`config.mk`:
```
export PLATFORM = sky130hd
export DESIGN_NAME = wash_sequencer
export DESIGN_NICKNAME = d
export VERILOG_FILES = /design/src/rtl/wash_seq_pkg.sv /design/src/rtl/seq_minute_counter.sv /design/src/rtl/seq_phase_lamps.sv /design/src/rtl/wash_sequencer.sv
export SDC_FILE = /design/constraint.sdc
export NUM_CORES = 1
export LEC_CHECK = 0
export BUFFER_PORTS_ARGS = -buffer_cell sky130_fd_sc_hd__buf_4
export CAP_MARGIN = 15
export CORE_MARGIN = 2
export CORE_UTILIZATION = 35
export DETAILED_ROUTE_END_ITERATION = 8
export PLACE_DENSITY = 0.52
export REMOVE_ABC_BUFFERS = 1
export SLEW_MARGIN = 10
export SYNTH_ARGS = -nofsm -noshare
export SYNTH_HDL_FRONTEND = slang
export SYNTH_SLANG_ARGS = --single-unit
```
`constraint.sdc`:
```
create_clock -name clk -period 1.93 [get_ports clk]
set_input_delay 0.0965 -clock clk [delete_from_list [all_inputs] [get_ports clk]]
set_output_delay 0.0965 -clock clk [all_outputs]
set_load 0.1 [all_outputs]
```
`src/rtl/wash_seq_pkg.sv`:
```
package wash_seq_pkg;

  typedef enum logic [1:0] {
    PH_IDLE  = 2'd0,
    PH_WASH  = 2'd1,
    PH_DRAIN = 2'd2,
    PH_SPIN  = 2'd3
  } phase_e;

  // Map a minute count onto a phase from the phase lengths.
  function automatic phase_e phase_of(input int cnt, input int wash_len,
                                      input int drain_len);
    if (cnt == 0)                          return PH_IDLE;
    else if (cnt <= wash_len)              return PH_WASH;
    else if (cnt <= wash_len + drain_len)  return PH_DRAIN;
    else                                   return PH_SPIN;
  endfunction

  // One-hot indicator vector, bit index equals phase code.
  function automatic logic [3:0] lamp_of(input phase_e ph);
    return 4'b0001 << ph;
  endfunction

endpackage

```
`src/rtl/seq_minute_counter.sv`:
```
module seq_minute_counter #(
  parameter int TOTAL = 15,
  parameter int CNT_W = 4
) (
  input  logic             clk,
  input  logic             rst_n,
  input  logic             min_tick,
  input  logic             run_en,
  output logic [CNT_W-1:0] count_nxt,
  output logic [CNT_W-1:0] count_cur
);

  localparam logic [CNT_W-1:0] LAST_C = CNT_W'(TOTAL);
  localparam logic [CNT_W-1:0] ZERO_C = '0;
  localparam logic [CNT_W-1:0] ONE_C  = CNT_W'(1);

  logic [CNT_W-1:0] count_q;
  logic             armed_q;
  logic             run_q;

  // Named internal events.
  logic step;    // accepted tick
  logic at_end;  // count sits on last spin minute
  logic wrap;    // program finishes this edge
  logic rise;    // run_en rising edge re-arms
  logic parked;  // completed, waiting for re-arm

  assign step   = min_tick & run_en;
  assign at_end = (count_q == LAST_C);
  assign wrap   = step & at_end;
  assign rise   = run_en & ~run_q;
  assign parked = (count_q == ZERO_C) & ~armed_q;

  always_comb begin
    count_nxt = count_q;
    if (step) begin
      if (at_end)                   count_nxt = ZERO_C;
      else if (count_q != ZERO_C)   count_nxt = count_q + ONE_C;
      else if (armed_q)             count_nxt = ONE_C;
    end
  end

  always_ff @(posedge clk or negedge rst_n) begin
    if (!rst_n) begin
      count_q <= ZERO_C;
      armed_q <= 1'b1;
      run_q   <= 1'b0;
    end else begin
      count_q <= count_nxt;
      run_q   <= run_en;
      if (rise)      armed_q <= 1'b1;
      else if (wrap) armed_q <= 1'b0;
    end
  end

  assign count_cur = count_q;


  hold_no_run_chk: assert property (@(posedge clk) disable iff (!rst_n)
    !run_en |=> $stable(count_q));


  hold_no_tick_chk: assert property (@(posedge clk) disable iff (!rst_n)
    !min_tick |=> $stable(count_q));


  parked_stays_chk: assert property (@(posedge clk) disable iff (!rst_n)
    (parked && !rise) |=> (count_q == ZERO_C));


  no_overflow_chk: assert property (@(posedge clk) disable iff (!rst_n)
    int'(count_q) <= TOTAL);

endmodule

```
`src/rtl/seq_phase_lamps.sv`:
```
module seq_phase_lamps
  import wash_seq_pkg::*;
#(
  parameter int WASH_MIN  = 10,
  parameter int DRAIN_MIN = 2,
  parameter int CNT_W     = 4
) (
  input  logic             clk,
  input  logic             rst_n,
  input  logic [CNT_W-1:0] count_nxt,
  output logic [3:0]       lamps
);

  phase_e     ph_nxt;
  logic [3:0] lamps_q;

  assign ph_nxt = phase_of(int'(count_nxt), WASH_MIN, DRAIN_MIN);

  always_ff @(posedge clk or negedge rst_n) begin
    if (!rst_n) lamps_q <= lamp_of(PH_IDLE);
    else        lamps_q <= lamp_of(ph_nxt);
  end

  assign lamps = lamps_q;


  one_lamp_chk: assert property (@(posedge clk) disable iff (!rst_n)
    $countones(lamps_q) == 1);


  wash_entry_chk: assert property (@(posedge clk) disable iff (!rst_n)
    $rose(lamps_q[PH_WASH]) |-> $past(lamps_q[PH_IDLE]));


  drain_entry_chk: assert property (@(posedge clk) disable iff (!rst_n)
    $rose(lamps_q[PH_DRAIN]) |-> $past(lamps_q[PH_WASH]));


  spin_entry_chk: assert property (@(posedge clk) disable iff (!rst_n)
    $rose(lamps_q[PH_SPIN]) |-> $past(lamps_q[PH_DRAIN]));


  idle_entry_chk: assert property (@(posedge clk) disable iff (!rst_n)
    $rose(lamps_q[PH_IDLE]) |-> $past(lamps_q[PH_SPIN]));

endmodule

```
`src/rtl/wash_sequencer.sv`:
```
module wash_sequencer
  import wash_seq_pkg::*;
#(
  parameter int WASH_MIN  = 10,
  parameter int DRAIN_MIN = 2,
  parameter int SPIN_MIN  = 3
) (
  input  logic clk,
  input  logic rst_n,
  input  logic min_tick,
  input  logic run_en,
  output logic led_idle,
  output logic led_wash,
  output logic led_drain,
  output logic led_spin
);

  localparam int TOTAL = WASH_MIN + DRAIN_MIN + SPIN_MIN;
  localparam int CNT_W = $clog2(TOTAL + 1);

  logic [CNT_W-1:0] count_nxt;
  logic [CNT_W-1:0] count_cur;
  logic [3:0]       lamps;

  seq_minute_counter #(.TOTAL(TOTAL), .CNT_W(CNT_W)) u_counter (
    .clk       (clk),
    .rst_n     (rst_n),
    .min_tick  (min_tick),
    .run_en    (run_en),
    .count_nxt (count_nxt),
    .count_cur (count_cur)
  );

  seq_phase_lamps #(.WASH_MIN(WASH_MIN), .DRAIN_MIN(DRAIN_MIN),
                    .CNT_W(CNT_W)) u_lamps (
    .clk       (clk),
    .rst_n     (rst_n),
    .count_nxt (count_nxt),
    .lamps     (lamps)
  );

  assign led_idle  = lamps[PH_IDLE];
  assign led_wash  = lamps[PH_WASH];
  assign led_drain = lamps[PH_DRAIN];
  assign led_spin  = lamps[PH_SPIN];


  lamp_on_tick_chk: assert property (@(posedge clk) disable iff (!rst_n)
    !$stable(lamps) |-> $past(min_tick && run_en));


  idle_with_zero_chk: assert property (@(posedge clk) disable iff (!rst_n)
    (count_cur == '0) |-> led_idle);

endmodule

```
== After elaboration in Yosys (flattened, before gate mapping) ==
Cells that the tools add are included.

* Bits in registers: 10
* Input bits: 4
* Output and inout port bits: 4
* Word-level logic and storage cells: 25

* $add $sub $neg: 1
* Magnitude comparators: 2
* Equal/unequal tests: 1
* Shift operators: 1
* Multiplexer cells: 9
* Bitwise logic cells: 4
* Reduce and logical (&&, ||, !) cells: 3

{| class="wikitable"
|+ Operators with widths
! cell !! number
|-
| $mux 4 || 4
|-
| $le 4x4->1 const B || 2
|-
| $add 4x1->4 const B || 1
|-
| $eq 4x4->1 const B || 1
|-
| $logic_not 4->1 || 1
|-
| $mux 2 || 2
|-
| $reduce_bool 4->1 || 1
|-
| $shl 1x2->4 const A || 1
|-
| $and 1x1->1 || 3
|-
| $mux 1 || 3
|-
| $reduce_bool 2->1 || 1
|-
| $not 1->1 || 1
|}

== Logic depth before layout (Yosys ltp) ==
Gate-level depths: netlist of the first run.

* Depth in word-level cells: 9
* Mapped depth: 8
* Gate-level depth less buffers: 8

== Hierarchy ==
Synthesis of the first run repeated with hierarchy kept, for this count alone.

* Cell total of the unflattened synthesis: 41
* Area, all modules: 462.9 µm²

{| class="wikitable"
|+ Modules (own cells, without submodules)
! module !! instances !! cells an instance !! area each (µm²) !! sequential area each (µm²)
|-
| seq_minute_counter || 1 || 30 || 307.8 || 151.4
|-
| seq_phase_lamps || 1 || 11 || 155.1 || 101.3
|}

== Least setup slack after synthesis of the first run ==
Ideal clock, no wire load.

* Path type: register -> register
* Start: register u_counter.count_q[0], in the netlist u_counter.count_cur[0]
* End: register u_lamps.lamps_q[1], in the netlist u_lamps.lamps[1]
* Setup time: 0.145 ns
* Arrival time: 1.495 ns
* Data required time: 1.785 ns
* Path slack: 0.289 ns
* Cell stages (with the launch flop): 9
* Buffers on the path: 0
* Period minus slack after synthesis: 1.641 ns
* Path through: dfrtp_1 inv_1 ha_1 nor3b_2 nor3_1 a21oi_1 inv_2 nor4_4 a21oi_2

* Cells in the longest elaborated chain, start to end: 9
* Elaborated cells between the ends (all ways): 14
* Classes of those cells: add/sub (1); order compare (2); eq/ne (1); shift (1); mux (7); reduce/logical (2)

{| class="wikitable"
|+ RTL lines
! what !! line !! RTL
|-
| start, declared || seq_minute_counter.sv:17 || <nowiki>logic [CNT_W-1:0] count_q;</nowiki>
|-
| start signal, assigned || seq_minute_counter.sv:49 || <nowiki>count_q <= count_nxt;</nowiki>
|-
| $add 4x1->4 or $reduce_bool 4->1 (tied branches) || seq_minute_counter.sv:38 || <nowiki>else if (count_q != ZERO_C) count_nxt = count_q + ONE_C;</nowiki>
|-
| $mux 4 || seq_minute_counter.sv:38 ||
|-
| $mux 4 (*) || seq_minute_counter.sv:37 || <nowiki>if (at_end) count_nxt = ZERO_C;</nowiki>
|-
| $mux 4 (*) || seq_minute_counter.sv:36 || <nowiki>if (step) begin</nowiki>
|-
| via count_nxt[2] || wash_sequencer.sv:21 || <nowiki>logic [CNT_W-1:0] count_nxt;</nowiki>
|-
| $le 4x4->1 || wash_seq_pkg.sv:15 || <nowiki>else if (cnt <= wash_len + drain_len) return PH_DRAIN;</nowiki>
|-
| $mux 1 || wash_seq_pkg.sv:15 ||
|-
| $mux 2 || wash_seq_pkg.sv:14 || <nowiki>else if (cnt <= wash_len) return PH_WASH;</nowiki>
|-
| $mux 2 (*) || wash_seq_pkg.sv:13 || <nowiki>if (cnt == 0) return PH_IDLE;</nowiki>
|-
| $shl 1x2->4 (*) || wash_seq_pkg.sv:21 || <nowiki>return 4'b0001 << ph;</nowiki>
|-
| end signal, assigned || seq_phase_lamps.sv:20 || <nowiki>if (!rst_n) lamps_q <= lamp_of(PH_IDLE);</nowiki>
|-
| end signal, assigned || seq_phase_lamps.sv:21 || <nowiki>else lamps_q <= lamp_of(ph_nxt);</nowiki>
|-
| end, declared || seq_phase_lamps.sv:15 || <nowiki>logic [3:0] lamps_q;</nowiki>
|}

Mark *: on every way through the listed nets, which the timed path passes. The rest lies on a longest branch.
A chain may end at the register's enable or synchronous reset.

== Worst setup path in the final report of the first run ==
* Start: register u_counter.count_q[0], in the netlist u_counter.count_cur[0]
* End: register u_lamps.lamps_q[2], in the netlist u_lamps.lamps[2]

* Cells in the longest elaborated chain, start to end: 9
* Elaborated cells between the ends (all ways): 14
* Classes of those cells: add/sub (1); order compare (2); eq/ne (1); shift (1); mux (7); reduce/logical (2)

{| class="wikitable"
|+ RTL lines
! what !! line
|-
| $add 4x1->4, or another cell as far along || seq_minute_counter.sv:38
|-
| $mux 4 || seq_minute_counter.sv:38
|-
| $mux 4 || seq_minute_counter.sv:37
|-
| $mux 4 (*) || seq_minute_counter.sv:36
|-
| via count_nxt[0] || wash_sequencer.sv:21
|-
| $le 4x4->1 || wash_seq_pkg.sv:15
|-
| $mux 1 || wash_seq_pkg.sv:15
|-
| $mux 2 || wash_seq_pkg.sv:14
|-
| $mux 2 (*) || wash_seq_pkg.sv:13
|-
| $shl 1x2->4 (*) || wash_seq_pkg.sv:21
|}

Marked as above.

==> results of run 1 <==
-- where the power goes --
part           switching, mW  internal [mW]  leakage (nW)
Combinational          0.396          0.158         0.146
Sequential            0.0648          0.286         0.119
Clock                 0.0597         0.0714        0.0138
Total                  0.520          0.515         0.279
-- synthesized netlist by cell type, drive strengths merged --
cell type / count
ha: 2
a21boi: 1
nand4: 1
dfstp: 2
nor2: 1
o21ai: 4
nand2: 2
nor3b: 1
o211a: 1
and2: 1
o41ai: 1
inv: 4
o2bb2ai: 1
nand3: 4
a21oi: 4
nor3: 1
nor4: 1
or3: 1
dfrtp: 8
a21o: 1
-- critical path, delay by kind of cell (launching register included) --
kind                       cells  cell delay, ns
adders and majority gates      1            0.20
AOI/OAI and AO/OA              3            0.50
DFF                            1            0.41
buffers and inverters          1            0.11
and+or+nand+nor                2            0.50
-- registers in the layout, summed over array words and instances, names as in the netlist --
register / cells
u_counter.armed_q: 1
u_counter.run_q: 1
u_counter.count_cur: 4
u_lamps.lamps: 4
-- how the worst max path moves through the flow --
stage | from | to | cells past startpoint
after floorplan | u_counter.count_cur[0]$_DFF_PN0_ | u_lamps.lamps[1]$_DFF_PN0_ | 8
final | u_counter.count_cur[0]$_DFF_PN0_ | u_lamps.lamps[2]$_DFF_PN0_ | 7
after CTS | u_counter.count_cur[0]$_DFF_PN0_ | u_lamps.lamps[1]$_DFF_PN0_ | 8
after global placement | u_counter.count_cur[0]$_DFF_PN0_ | u_lamps.lamps[1]$_DFF_PN0_ | 8
after detailed placement | u_counter.count_cur[0]$_DFF_PN0_ | u_lamps.lamps[1]$_DFF_PN0_ | 8
after global routing | u_counter.count_cur[0]$_DFF_PN0_ | u_lamps.lamps[1]$_DFF_PN0_ | 8
-- final cells by class --
class / count / area (sq um) / area share (%)
Multi-Input combinational cell: 28 / 226 / 37.2
Tap cell: 15 / 18.8 / 3.09
Sequential cell: 10 / 253 / 41.6
Clock buffer: 3 / 22.5 / 3.70
Timing Repair Buffer: 9 / 72.6 / 11.9
Inverter: 4 / 15.0 / 2.47
-- metrics by stage --
stage | worst slack (ns) | cell area [sq um]
2_1_floorplan | 0.289 | 490
3_3_place_gp | 0.164 | 562
3_5_place_dp | 0.0682 | 562
4_1_cts | 0.0617 | 604
5_1_grt | 0.00568 | 608
6_report | 0.151 | 608
-- cells by family after synthesis --
| group | Yosys count |
|---|---|
| AO/OA/AOI/OAI | 13 |
| AND/OR/NAND/NOR | 13 |
| flip-flops | 10 |
| buffers and inverters | 4 |
| adder cells (fa/ha/maj) | 2 |
-- routing by layer --
metal	global-route usage, %	wire length (microns)
met2	21.9	473
met5	0	0
met3	3.04	20
met4	7.74	8
met1	12.2	381
-- timing repair --
action / CTS / global route
gates resized for setup: 0 / 1
hold endpoints to repair: 11 / 0
setup buffers: 0 / 0
hold buffers: 2 / 0
endpoints found under the setup margin: 0 / 2
==> flow_summary.json, run 1 <==
{
  "path_class": "register to register",
  "clock-sinks": 10,
  "utilization_pct": 46.7,
  "initial_core_util_pct": 37.7,
  "htree_levels": 1,
  "period_share_pct": 92.2,
  "synth_top_family_by_area": "compound AO/OA/AOI/OAI gates",
  "fp.dieW_microns": 41.4,
  "grt_max_degree": 11,
  "coreArea_sq_mm": 0.00130,
  "crit_required_ns": 2.11,
  "power_density_mw_per_mm2": 1700,
  "yosys-top-cells-area": "dfrtp_1, dfstp_2, ha_1",
  "yosysWarnings": 0,
  "wl_per_cell_microns": 12.8,
  "yosysSeqAreaShare_pct": 51.5,
  "syn_avg_cell_area_sq_um": 11.7,
  "dr.pass1.iters": 2,
  "place_inst": 64,
  "layout_common_cells": "dfrtp_1, buf_4",
  "syn_to_final_growth_pct": 24.0,
  "r2r-start": "u_counter.count_cur[0]$_DFF_PN0_",
  "gr-total-overflow": 0,
  "critPathArrivalTime_ns": 1.96,
  "synth_compound_area_share_pct": 20.9,
  "fin_nets": 62,
  "clk_pin_slew_worst_paths_ns": 0.06,
  "dieHeight_microns": 41.4,
  "grt_pass1_vias": 382,
  "rsz0062_at_grt": "no",
  "insertion_delay_ns": 0.25,
  "synth_mux_area_share_pct": 0,
  "fin_setup_tns_ns": 0,
  "worst_path_largest_cell_delay_ns": 0.41,
  "p_total_mw": 1.04,
  "cts_root_buf": "clkbuf_4",
  "r2r_cells": 7,
  "cts_buffers": 3,
  "cp-end-kind": "register",
  "tightest_slew_ns": 0.665,
  "critPathSlowestCell": "dfrtp_1",
  "wirelength_microns": 884,
  "portBuffers": 7,
  "synth_seq_cells": 10,
  "drc": 0,
  "drtIter0Drc": 11,
  "fin_crit_ns": 1.78,
  "dp_hpwl_microns": 692,
  "run_status": "finished, final reports clean",
  "stdcell_count": 69,
  "setup_viol": 0,
  "slew-limit-headroom_pct": 55.2,
  "drv_cap": 0,
  "antennaDiodeCount": 0,
  "antenna_left": 0,
  "min_path_type": "primary input to asynchronous set/reset pin",
  "netlist_area_sq_um": 490,
  "synthXorXnorAreaFrac_pct": 0,
  "start_kind": "register",
  "whs_ns": 0.205,
  "clock_skew_ns": 0.00302,
  "crit_chain": "inv_1, ha_1, nor3b_2, o21ai_0, a21oi_2, or3_1, a21boi_2",
  "detail_route.vias_per_cell": 5.32,
  "num_vias": 367,
  "gp_congestion": 0.626,
  "row_count": 13,
  "clockBufferDepth": 2,
  "peakVddDrop_mv": 0.732,
  "drv_slew": 0,
  "yosysTopAreaCell": "dfrtp_1",
  "ios": 8,
  "synth_fa_ha_area_share_pct": 5.10,
  "synthSimpleGateAreaFrac_pct": 19.4,
  "critPathMaxFanout": 6,
  "synth_top_area_share_pct": 40.8,
  "die_area_sq_mm": 0.00172,
  "final_common_cell": "dfrtp_1",
  "synth_cells": 42,
  "total_leakage_power_nw": 0.279,
  "r2r_slack_ns": 0.15,
  "synth_cell_types": 24,
  "grt.total_usage_pct": 12.1,
  "fmax_ghz": 0.562,
  "grt_pass1_wl_mm": 1.58,
  "hold_viol": 0,
  "reg2reg_to": "u_lamps.lamps[2]$_DFF_PN0_",
  "antenna_found_initial": 0,
  "drive_above_1_share_pct": 42.6,
  "fillCellCount": 136,
  "tritoncts": "built"
}
Note: power is estimated with default switching activity, not from simulation.
==> run 2: changes to the inputs <==
--- a/config.mk
+++ b/config.mk
@@ -9,6 +9,7 @@
 export CAP_MARGIN = 15
 export CORE_MARGIN = 2
 export CORE_UTILIZATION = 35
+export CTS_CLUSTER_SIZE = 16
 export DETAILED_ROUTE_END_ITERATION = 8
 export PLACE_DENSITY = 0.52
 export REMOVE_ABC_BUFFERS = 1
==> constraint.sdc (replaced) <==
create_clock -name clk -period 1.93 [get_ports clk]
set_input_delay 0.386 -clock clk [delete_from_list [all_inputs] [get_ports clk]]
set_output_delay 0.386 -clock clk [all_outputs]
set_load 0.1 [all_outputs]
==> flow_summary.json, run 2 (synthesized netlist as in run 1, its figures left out) <==
{
  "row_count": 13,
  "cts_buffers": 3,
  "reg2reg_to": "u_lamps.lamps[2]$_DFF_PN0_",
  "grt_pass1_wl_mm": 1.58,
  "gr-total-overflow": 0,
  "grt_pass1_vias": 379,
  "drv_cap": 0,
  "clock-sinks": 10,
  "holdPathEnd": "u_counter.run_q$_DFF_PN0_",
  "comb_power_share_pct": 53.4,
  "p_seq_share_pct": 33.9,
  "fin_crit_ns": 1.78,
  "cts_root_buf": "clkbuf_4",
  "detail_route.vias_per_cell": 5.37,
  "num_vias": 365,
  "r2r-start": "u_counter.count_cur[0]$_DFF_PN0_",
  "start_kind": "register",
  "wirelength_microns": 880,
  "slew-limit-headroom_pct": 55.2,
  "final_common_cell": "dfrtp_1",
  "ios": 8,
  "cp-end-kind": "register",
  "min_path_type": "primary input to register",
  "clockBufferDepth": 2,
  "setup_viol": 0,
  "total_leakage_power_nw": 0.274,
  "path_buf_inv": 1,
  "gp_congestion": 0.626,
  "antenna_left": 0,
  "antennaDiodeCount": 0,
  "fmax_ghz": 0.562,
  "critPathSlowestCell": "dfrtp_1",
  "hold_depth": 1,
  "drv_slew": 0,
  "peakVddDrop_mv": 0.732,
  "p_int_uw": 513,
  "hp-start": "run_en",
  "insertion_delay_ns": 0.25,
  "clk_pin_slew_worst_paths_ns": 0.06,
  "crit_chain": "inv_1, ha_1, nor3b_2, o21ai_0, a21oi_2, or3_1, a21boi_2",
  "dp_hpwl_microns": 692,
  "grt_max_degree": 11,
  "place_inst": 64,
  "dr.pass1.iters": 2,
  "run_status": "finished, final reports clean",
  "hold_viol": 0,
  "r2r_cells": 7,
  "tightest_slew_ns": 0.665,
  "drtIter0Drc": 11,
  "wl_per_cell_microns": 12.9,
  "critPathMaxFanout": 6,
  "fin_setup_tns_ns": 0,
  "detailed_place.area_sq_um": 562,
  "power_density_mw_per_mm2": 1730,
  "crit_required_ns": 2.11,
  "whs_ns": 0.278,
  "grt.total_usage_pct": 12.1,
  "p_sw_uw": 520,
  "layout_common_cells": "dfrtp_1, buf_4",
  "dieHeight_microns": 41.4,
  "clock_skew_ns": 0.00288,
  "htree_levels": 1,
  "portBuffers": 7,
  "die_area_sq_mm": 0.00172,
  "drive_above_1_share_pct": 43.4,
  "path_class": "register to register",
  "crit_family": "simple AND/OR/NAND/NOR gates",
  "drc": 0,
  "stdcell_area_sq_um": 598,
  "syn_to_final_growth_pct": 21.9,
  "stdcell_count": 68,
  "swShare_pct": 50.3,
  "r2r_slack_ns": 0.15,
  "rsz0062_at_grt": "no",
  "critPathArrivalTime_ns": 1.96,
  "fin_nets": 61,
  "worst_path_largest_cell_delay_ns": 0.41,
  "p_clk_share_pct": 12.7,
  "initial_core_util_pct": 37.7,
  "coreArea_sq_mm": 0.00130,
  "period_share_pct": 92.2,
  "antenna_found_initial": 0,
  "fp.dieW_microns": 41.4,
  "tritoncts": "built",
  "cts_setup_buffers": 0
}
## run 2: cell count changes in the layout (fill, tap and decap cells not counted)
cell           before  now
dlygate4sd3_1       2    1
## run 2: power by group through the flow
| stage | clock network (mW) | registers, mW | logic (mW) |
|---|---|---|---|
| after floorplan | 0 | 0.543 | 0.252 |
| after CTS | 0.133 | 0.347 | 0.554 |
| after global placement | 0 | 0.346 | 0.535 |
| final | 0.131 | 0.350 | 0.552 |
| after detailed placement | 0 | 0.351 | 0.550 |
| after global routing | 0.150 | 0.360 | 0.590 |
## run 2: timing repair
item | in CTS | in global routing
hold buffers | 1 | 0
endpoints found under the hold margin | 8 | 0
resized for setup | 0 | 1
endpoints found under the setup margin | 0 | 2
## run 2: cell type report
type,instances,area [sq um]
multi-input cells,28,226
repair buffers,8,62.6
fillers,137,703
clock buffers,3,22.5
well taps,15,18.8
flip-flops and latches,10,253
inverters,4,15.0
## run 2: how the worst max path moves through the flow
stage               cells past startpoint                             start                          to
global route                            8  u_counter.count_cur[0]$_DFF_PN0_  u_lamps.lamps[1]$_DFF_PN0_
global placement                        8  u_counter.count_cur[0]$_DFF_PN0_  u_lamps.lamps[1]$_DFF_PN0_
detailed placement                      8  u_counter.count_cur[0]$_DFF_PN0_  u_lamps.lamps[1]$_DFF_PN0_
floorplan                               8  u_counter.count_cur[0]$_DFF_PN0_  u_lamps.lamps[1]$_DFF_PN0_
finish                                  7  u_counter.count_cur[0]$_DFF_PN0_  u_lamps.lamps[2]$_DFF_PN0_
CTS                                     8  u_counter.count_cur[0]$_DFF_PN0_  u_lamps.lamps[1]$_DFF_PN0_
## run 2: layer usage
| layer | vias up | global-route usage, % | part of all wire, % |
|---|---|---|---|
| met1 | 187 | 12.2 | 43 |
| met5 | - | 0 | 0 |
| met4 | 0 | 7.74 | 0.91 |
| met2 | 2 | 21.9 | 54 |
| met3 | 2 | 3.04 | 2.3 |
| li1 | 174 | - | - |
## run 2: metrics by stage
step / worst slack, ns / total power, mW / util, %
floorplan: 0.289 / 0.794 / -
global placement: 0.164 / 0.881 / 43.2
detailed placement: 0.0682 / 0.901 / 43.2
CTS: 0.0617 / 1.03 / 45.7
global route: 0.00568 / 1.10 / 46.0
finish: 0.151 / 1.03 / 46.0
